===== src/rtl/idle_res_pkg.sv =====
package idle_res_pkg;

    localparam int ST_W = 3;

    localparam logic [ST_W-1:0] CS_C0  = 3'd0;
    localparam logic [ST_W-1:0] CS_C1  = 3'd1;
    localparam logic [ST_W-1:0] CS_C1E = 3'd2;
    localparam logic [ST_W-1:0] CS_C3  = 3'd3;
    localparam logic [ST_W-1:0] CS_C6  = 3'd6;
    localparam logic [ST_W-1:0] CS_C7  = 3'd7;

    typedef enum logic [2:0] {
        PK_RUN   = 3'd0,
        PK_IDLE  = 3'd1,
        PK_FREQ  = 3'd2,
        PK_VOLT  = 3'd3,
        PK_REQ   = 3'd4,
        PK_DEEP3 = 3'd5,
        PK_DEEP6 = 3'd6
    } pkg_fsm_e;

    // Map unsupported request codes onto C1.
    function automatic logic [ST_W-1:0] norm_req(input logic [ST_W-1:0] r);
        unique case (r)
            CS_C0, CS_C1, CS_C1E, CS_C3, CS_C6, CS_C7: return r;
            default:                                   return CS_C1;
        endcase
    endfunction

endpackage


===== src/rtl/idle_core_resolve.sv =====
module idle_core_resolve
    import idle_res_pkg::*;
#(
    parameter int THREADS = 2
) (
    input  logic                    clk_i,
    input  logic                    rst_ni,
    input  logic [THREADS*ST_W-1:0] thr_req_i,
    input  logic                    promote_i,
    output logic [ST_W-1:0]         raw_min_o,
    output logic [ST_W-1:0]         state_o
);

    logic [ST_W-1:0] min_v;
    logic [ST_W-1:0] state_q;

    // Shallowest request among the threads of this core.
    always_comb begin
        logic [ST_W-1:0] v;
        min_v = CS_C7;
        for (int t = 0; t < THREADS; t++) begin
            v = norm_req(thr_req_i[t*ST_W +: ST_W]);
            if (v < min_v) min_v = v;
        end
    end

    always_ff @(posedge clk_i or negedge rst_ni) begin
        if (!rst_ni)                              state_q <= CS_C0;
        else if (promote_i && (min_v == CS_C1))   state_q <= CS_C1E;
        else                                      state_q <= min_v;
    end

    assign raw_min_o = min_v;
    assign state_o   = state_q;

    // output is the shallowest request, or its C1E promotion.
    assert_core_shallowest_R1: assert property (@(posedge clk_i) disable iff (!rst_ni)
        1'b1 |=> (state_o == $past(min_v)) ||
                 (($past(min_v) == CS_C1) && (state_o == CS_C1E)));

    // no promotion to C1E without the promote condition.
    assert_no_stray_c1e_R2: assert property (@(posedge clk_i) disable iff (!rst_ni)
        (!promote_i && (min_v != CS_C1E)) |=> (state_o != CS_C1E));

endmodule


===== src/rtl/idle_pkg_fsm.sv =====
module idle_pkg_fsm
    import idle_res_pkg::*;
(
    input  logic            clk_i,
    input  logic            rst_ni,
    input  logic            wake_i,
    input  logic            all_deep_i,
    input  logic            c6_ok_i,
    input  logic            c1e_en_i,
    input  logic            grant_i,
    output logic [ST_W-1:0] pkg_state_o,
    output logic            pkg_req_o,
    output logic            freq_low_o,
    output logic            volt_low_o
);

    pkg_fsm_e state_q, state_d;

    // State register.
    always_ff @(posedge clk_i or negedge rst_ni) begin
        if (!rst_ni) state_q <= PK_RUN;
        else         state_q <= state_d;
    end

    // Next-state logic.
    always_comb begin
        state_d = state_q;
        if (wake_i) begin
            state_d = PK_RUN;
        end else begin
            unique case (state_q)
                PK_RUN:   state_d = PK_IDLE;
                PK_IDLE: begin
                    if (all_deep_i)    state_d = PK_REQ;
                    else if (c1e_en_i) state_d = PK_FREQ;
                end
                PK_FREQ: begin
                    if (all_deep_i)     state_d = PK_REQ;
                    else if (!c1e_en_i) state_d = PK_IDLE;
                    else                state_d = PK_VOLT;
                end
                PK_VOLT: begin
                    if (all_deep_i)     state_d = PK_REQ;
                    else if (!c1e_en_i) state_d = PK_IDLE;
                end
                PK_REQ: begin
                    if (!all_deep_i)  state_d = PK_IDLE;
                    else if (grant_i) state_d = c6_ok_i ? PK_DEEP6 : PK_DEEP3;
                end
                PK_DEEP3: begin
                    if (!all_deep_i)  state_d = PK_IDLE;
                    else if (c6_ok_i) state_d = PK_REQ;
                end
                PK_DEEP6: begin
                    if (!all_deep_i)   state_d = PK_IDLE;
                    else if (!c6_ok_i) state_d = PK_DEEP3;
                end
                default: state_d = PK_RUN;
            endcase
        end
    end

    // Output decode.
    always_comb begin
        pkg_state_o = CS_C0;
        pkg_req_o   = 1'b0;
        freq_low_o  = 1'b0;
        volt_low_o  = 1'b0;
        unique case (state_q)
            PK_RUN:   pkg_state_o = CS_C0;
            PK_IDLE:  pkg_state_o = CS_C1;
            PK_FREQ: begin
                pkg_state_o = CS_C1E;
                freq_low_o  = 1'b1;
            end
            PK_VOLT: begin
                pkg_state_o = CS_C1E;
                freq_low_o  = 1'b1;
                volt_low_o  = 1'b1;
            end
            PK_REQ: begin
                pkg_state_o = CS_C3;
                pkg_req_o   = 1'b1;
            end
            PK_DEEP3: pkg_state_o = CS_C3;
            PK_DEEP6: pkg_state_o = CS_C6;
            default:  pkg_state_o = CS_C0;
        endcase
    end

    assert_no_pkg_c7_R8: assert property (@(posedge clk_i) disable iff (!rst_ni)
        pkg_state_o != CS_C7);

    assert_req_drops_after_grant_R6: assert property (@(posedge clk_i) disable iff (!rst_ni)
        (pkg_req_o && grant_i) |=> !pkg_req_o);

    assert_c6_needs_grant_R7: assert property (@(posedge clk_i) disable iff (!rst_ni)
        $rose(pkg_state_o == CS_C6) |-> $past(pkg_req_o && grant_i && c6_ok_i));

    assert_volt_after_freq_R9: assert property (@(posedge clk_i) disable iff (!rst_ni)
        $rose(volt_low_o) |-> $past(freq_low_o));

    assert_wake_to_c0_R10: assert property (@(posedge clk_i) disable iff (!rst_ni)
        wake_i |=> (pkg_state_o == CS_C0) && !pkg_req_o);

endmodule


===== src/rtl/idle_state_resolver.sv =====
module idle_state_resolver
    import idle_res_pkg::*;
#(
    parameter int NUM_CORES = 4,
    parameter int THREADS   = 2
) (
    input  logic                              clk_i,
    input  logic                              rst_ni,
    input  logic [NUM_CORES*THREADS*ST_W-1:0] thread_req_i,
    input  logic [NUM_CORES-1:0]              core_active_i,
    input  logic                              c1e_en_i,
    input  logic                              plat_grant_i,
    output logic [NUM_CORES*ST_W-1:0]         core_state_o,
    output logic [ST_W-1:0]                   pkg_state_o,
    output logic                              exec_allowed_o,
    output logic                              pkg_req_o,
    output logic                              freq_low_o,
    output logic                              volt_low_o
);

    localparam int CORE_W = THREADS * ST_W;

    logic [ST_W-1:0] raw_min [NUM_CORES];
    logic any_active, any_c0, all_deep, any_c6, c6_ok, wake, promote;
    logic exec_q;

    for (genvar c = 0; c < NUM_CORES; c++) begin : g_core
        idle_core_resolve #(.THREADS(THREADS)) u_core (
            .clk_i     (clk_i),
            .rst_ni    (rst_ni),
            .thr_req_i (thread_req_i[c*CORE_W +: CORE_W]),
            .promote_i (promote),
            .raw_min_o (raw_min[c]),
            .state_o   (core_state_o[c*ST_W +: ST_W])
        );
    end

    // Conditions over the active cores only.
    always_comb begin
        any_active = 1'b0;
        any_c0     = 1'b0;
        all_deep   = 1'b1;
        any_c6     = 1'b0;
        for (int c = 0; c < NUM_CORES; c++) begin
            if (core_active_i[c]) begin
                any_active = 1'b1;
                if (raw_min[c] == CS_C0) any_c0   = 1'b1;
                if (raw_min[c] <  CS_C3) all_deep = 1'b0;
                if (raw_min[c] >= CS_C6) any_c6   = 1'b1;
            end
        end
        all_deep = all_deep && any_active;
        c6_ok    = all_deep && any_c6;
        wake     = any_c0 || !any_active;
        promote  = c1e_en_i && !wake;
    end

    always_ff @(posedge clk_i or negedge rst_ni) begin
        if (!rst_ni) exec_q <= 1'b1;
        else         exec_q <= !all_deep;
    end
    assign exec_allowed_o = exec_q;

    idle_pkg_fsm u_fsm (
        .clk_i       (clk_i),
        .rst_ni      (rst_ni),
        .wake_i      (wake),
        .all_deep_i  (all_deep),
        .c6_ok_i     (c6_ok),
        .c1e_en_i    (c1e_en_i),
        .grant_i     (plat_grant_i),
        .pkg_state_o (pkg_state_o),
        .pkg_req_o   (pkg_req_o),
        .freq_low_o  (freq_low_o),
        .volt_low_o  (volt_low_o)
    );

    // execution held off only while every active core is deep.
    for (genvar c = 0; c < NUM_CORES; c++) begin : g_chk
        assert_exec_low_deep_R4: assert property (@(posedge clk_i) disable iff (!rst_ni)
            (!exec_allowed_o && $past(core_active_i[c])) |->
                (core_state_o[c*ST_W +: ST_W] >= CS_C3));
    end

    // the request only stands while execution is not allowed.
    assert_req_implies_deep_R5: assert property (@(posedge clk_i) disable iff (!rst_ni)
        pkg_req_o |-> !exec_allowed_o);

endmodule


===== config.mk =====
export PLATFORM = sky130hd
export DESIGN_NAME = idle_state_resolver
export DESIGN_NICKNAME = d
export VERILOG_FILES = /design/src/rtl/idle_res_pkg.sv /design/src/rtl/idle_core_resolve.sv /design/src/rtl/idle_pkg_fsm.sv /design/src/rtl/idle_state_resolver.sv
export SDC_FILE = /design/constraint.sdc
export NUM_CORES = 1
export LEC_CHECK = 0
export BUFFER_PORTS_ARGS = -buffer_cell sky130_fd_sc_hd__buf_2
export CORE_UTILIZATION = 50
export DETAILED_ROUTE_END_ITERATION = 7
export PLACE_DENSITY = 0.89
export REMOVE_ABC_BUFFERS = 1
export SYNTH_ARGS = -nofsm -noshare
export SYNTH_HDL_FRONTEND = slang
export SYNTH_SLANG_ARGS = --single-unit

===== constraint.sdc =====
create_clock -name clk_i -period 1.7 [get_ports clk_i]
set_clock_uncertainty 0.05 [all_clocks]
set_input_delay 0.17 -clock clk_i [delete_from_list [all_inputs] [get_ports clk_i]]
set_output_delay 0.17 -clock clk_i [all_outputs]
set_load 0.05 [all_outputs]

==> results.tsv, run 1 <==
stage	metric	value	unit
status	status	did not finish	
status	lastStage	clock tree synthesis (4_1_cts)	
status	toolErrorMsg	[ERROR DPL-0033] detailed placement checks failed during check placement.	
yosys	synthArstFlopShare	1.00	
yosys	ys.flop_type	dfrtp_1	
die	ioPinCount	51	
cts	cts-buffers-inserted	3	
yosys	synthSimpleGateAreaFrac	0.301	
yosys	synthTopCellsByArea	dfrtp_1 (25%), ha_1 (8.4%), nor2b_1 (6.7%)	
yosys	synth-xor-area-share	0	
die	fp.dieH	56.7	µm
yosys	yosys_warnings	0	
yosys	synthesis.area	1500	µm²
yosys	synthCells	184	
cts	postCtsSetupBuffers	13	
yosys	synth_top_family_by_area	simple AND/OR/NAND/NOR gates	
placement	portBuffers	50	
yosys	synthDistinctLibCells	51	
placement	hpwl	3220	µm
cts	clock-root-buffer	clkbuf_4	
placement	pre_cts_ws	-0.867	ns
yosys	yosysSeqAreaShare	0.268	
cts	cts_resized	89	
cts	h-tree-depth	1	
yosys	synth_edf_count	0	
cts	hold_buffers	1	
cts	clockBufferDepth	2	
die	core.rowCount	19	
yosys	avgSynthCellArea	8.14	µm²
cts	clock-sinks	16	
yosys	synthAdderAreaFrac	0.0835	
yosys	yosys.area.top_type	dfrtp_1	
die	start_util	0.534	
yosys	muxShareOfSynthArea	0.0276	
yosys	synth-seq-cells	16	
placement	place_congestion	0.865	
die	fp.dieW	56.7	µm
yosys	synth_top_area_frac	0.251	
yosys	synth_compound_area_frac	0.257	
placement	placed_area	2120	µm²
## logic make-up after synthesis
family | count (synthesis)
DFF | 16
and+or+nand+nor | 78
muxes | 4
AOI/OAI and AO/OA | 51
buffers and inverters | 25
adders and majority gates | 10
## synth_stat cells, types with 5 or more instances
master,count
a21oi_1,7
a31oi_1,5
and2_1,7
clkbuf_1,6
dfrtp_1,15
ha_1,10
inv_1,19
nand2_1,12
nor2_1,15
nor2b_1,16
nor3_1,5
o21ai_0,6
## per-stage QoR
step | cells | util
after floorplan | 178 | -
after global placement | 306 | 0.755
after detailed placement | 306 | 0.755
==> inputs of run 2 (changes only) <==
--- a/config.mk
+++ b/config.mk
@@ -6,9 +6,9 @@
 export NUM_CORES = 1
 export LEC_CHECK = 0
 export BUFFER_PORTS_ARGS = -buffer_cell sky130_fd_sc_hd__buf_2
-export CORE_UTILIZATION = 50
+export CORE_UTILIZATION = 40
 export DETAILED_ROUTE_END_ITERATION = 7
-export PLACE_DENSITY = 0.89
+export PLACE_DENSITY_LB_ADDON = 0.15
 export REMOVE_ABC_BUFFERS = 1
 export SYNTH_ARGS = -nofsm -noshare
 export SYNTH_HDL_FRONTEND = slang
==> run 2 against run 1 <==
Effect of this change: the flow now finishes, with violations (negative setup slack); synthesized cell count unchanged; area after synthesis did not move.
==> results.tsv, run 2 <==
stage	metric	value	unit	change
drt	avgViaCountPerCell	5.44		
worst_setup_path	path_max_fanout	7		
cts	clock_latency	0.24	ns	
die	die_area	3990	µm²	
worst_setup_path	criticalPathCategory	primary input to register		
sta	tightest_slew	0.428	ns	
drt	firstDrtPassIters	4		
layout	syn_to_final_growth	76.5	%	
yosys	synthCells	184		unchanged
global_routing	overflow	0		
global_routing	first_global_vias	1753		
worst_setup_path	endpoint_kind	register		
sta	hold-worst-slack	0.231	ns	
yosys	synthTopCellsByArea	dfrtp_1 (25%), ha_1 (8.4%), nor2b_1 (6.7%)		
placement	place_congestion	0.837		-3.1%
worst_setup_path	worstPathRequired	1.83	ns	
yosys	yosysSeqAreaShare	0.268		unchanged
placement	portBuffers	50		unchanged
sta	rsz0062_at_grt	yes		
yosys	synth_common_cells	inv_1 (19), nor2b_1 (16), dfrtp_1 (15), nor2_1 (15), nand2_1 (12)		
placement	hpwl	3110	µm	-3.4%
yosys	synth.most_common_cell	inv_1		
yosys	yosys.area.top_type	dfrtp_1		
layout	fin_cells	329		
yosys	synthDistinctLibCells	51		unchanged
drt	num_vias	1791		
die	ioPinCount	51		unchanged
layout	fillCellCount	256		
drt	drtIter0Drc	81		
sta	finalHoldViolations	0		
worst_setup_path	arrival	2.15	ns	
drt	drc	0		
yosys	ys.flop_type	dfrtp_1		
die	core.rowCount	21		+2
sta	maxSlewHeadroom	0.710		
drt	drt_wl_total	4660	µm	
die	start_util	0.432		-0.102
pwr	ir_drop	0.000461	V	
yosys	synth_top_area_frac	0.251		unchanged
global_routing	grt_pass1_wl	7680	µm	
yosys	avgSynthCellArea	8.14	µm²	unchanged
placement	pre_cts_ws	-0.908	ns	-0.0408 ns
yosys	synthArstFlopShare	1.00		unchanged
placement	dp_cells	319		+4.2%
yosys	yosys_warnings	0		unchanged
cts	clock-root-buffer	clkbuf_8		
yosys	synth-seq-cells	16		unchanged
worst_setup_path	worst_setup_path_start_kind	primary input		
sta	finalCritPeriodShare	1.19		
drt	final_antenna_net_count	0		
die	fp.coreArea	3470	µm²	
layout	drive_above_1_share	0.583		
yosys	synthesis.area	1500	µm²	unchanged
sta	finalSetupViolCount	12		
sta	period_needed	2.02	ns	
yosys	synth_edf_count	0		unchanged
layout	final_util	0.762		
hold_path	min_path_type	primary input to register		
layout	final_nets	326		
status	failed_checks	negative setup slack		
cts	h-tree-depth	1		unchanged
global_routing	gr-usage-all-layers	0.237		
sta	drv_slew	0		
run	max-cap-violations	0		
sta	fin_ws	-0.316	ns	
layout	final_cell_mix	buf_4 (44), buf_2 (40), inv_1 (15), dfrtp_1 (15), buf_6 (15)		
global_routing	antenna_found_initial	0		
layout	largest_register_ffs	12		
die	fp.dieH	63.2	µm	+11%
cts	cts-buffers-inserted	3		unchanged
die	fp.dieW	63.2	µm	+11%
pwr	p_leak	0.00123	µW	
sta	tns	-3.12	ns	
cts	clock-sinks	16		unchanged
layout	layout_commonest_cell	buf_4		
cts	clockBufferDepth	2		unchanged
pwr	power_density	801	nW/µm²	
drt	wire_per_inst	14.2	µm	
sta	max_freq	0.496	GHz	
cts	cts_tree	yes		
layout	antenna_cells	0		
cts	clkTransAtPathRegs	0.06	ns	
global_routing	grt_max_degree	17		
status	status	complete, but fails checks		
[run 2: cell counts after synthesis]
No cell type changed its count.
[run 2: cells by family after synthesis]
kind of cell | synth area share
DFF | 0.268
AOI/OAI and AO/OA | 0.257
adders and majority gates | 0.0835
and+or+nand+nor | 0.301
buffers and inverters | 0.0627
muxes | 0.0276
[run 2: per-stage QoR]
stage	cell area [µm²]	power, µW
2_1_floorplan	1480	1210
3_3_place_gp	2120	1540
3_5_place_dp	2120	1550
4_1_cts	2550	2040
5_1_grt	2640	2230
6_report	2640	2120
[run 2: report_power, final]
| group | internal [µW] | leakage [µW] | switching [µW] | total, µW |
|---|---|---|---|---|
| Clock | 205 | 0.0000288 | 125 | 330 |
| Sequential | 447 | 0.000197 | 56.6 | 504 |
| Combinational | 512 | 0.00100 | 772 | 1280 |
| Total | 1160 | 0.00123 | 953 | 2120 |
[run 2: final cells by class]
type,count,area [µm²],share of cell area
Clock buffer,4,55.1,0.0208
Inverter,19,71.3,0.0270
Multi-Input combinational cell,143,1340,0.507
Sequential cell,16,402,0.152
Tap cell,46,57.6,0.0218
Timing Repair Buffer,101,717,0.271
[run 2: repair_timing]
action	4_1_cts	5_1_grt
hold buffers	1	0
gates resized for setup	65	20
setup endpoints to repair	12	13
pin swaps	26	11
buffers inserted	6	0
hold endpoints to repair	15	0
[run 2: worst max-delay path: stages]
cell	delay (ns)
buf_2	0.11
buf_6	0.11
inv_2	0.06
ha_4	0.20
o21bai_4	0.17
a211oi_2	0.10
o22a_1	0.19
a21o_1	0.21
nor4_4	0.24
buf_4	0.19
mux2i_1	0.19
and4_1	0.19
[run 2: path summary, 6_finish.rpt]
check / start / end / slack (ns) / cells past startpoint
setup / recovery: thread_req_i[19] / u_fsm.state_q[0] / -0.32 / 12
hold / removal: c1e_en_i / g_core[3].u_core.state_o[0] / 0.23 / 2
setup reg to reg: u_fsm.state_q[1] / u_fsm.state_q[0] / 0.28 / 6
hold reg to reg: u_fsm.state_q[0] / u_fsm.state_q[2] / 0.66 / 2
max in group asynchronous: rst_ni / exec_allowed_o / 0.98 / 2
min in group asynchronous: rst_ni / g_core[1].u_core.state_o[1] / 0.32 / 2
[run 2: per-layer routing]
layer	GRT usage	share of wire	vias up	wire (µm)
li1	-	-	866	-
met1	0.282	0.41	868	1920
met2	0.445	0.54	52	2530
met3	0.0199	0.034	5	159
met4	0.0739	0.012	0	57
met5	0	0	-	0
No activity file was read; power rests on OpenSTA's default activity.
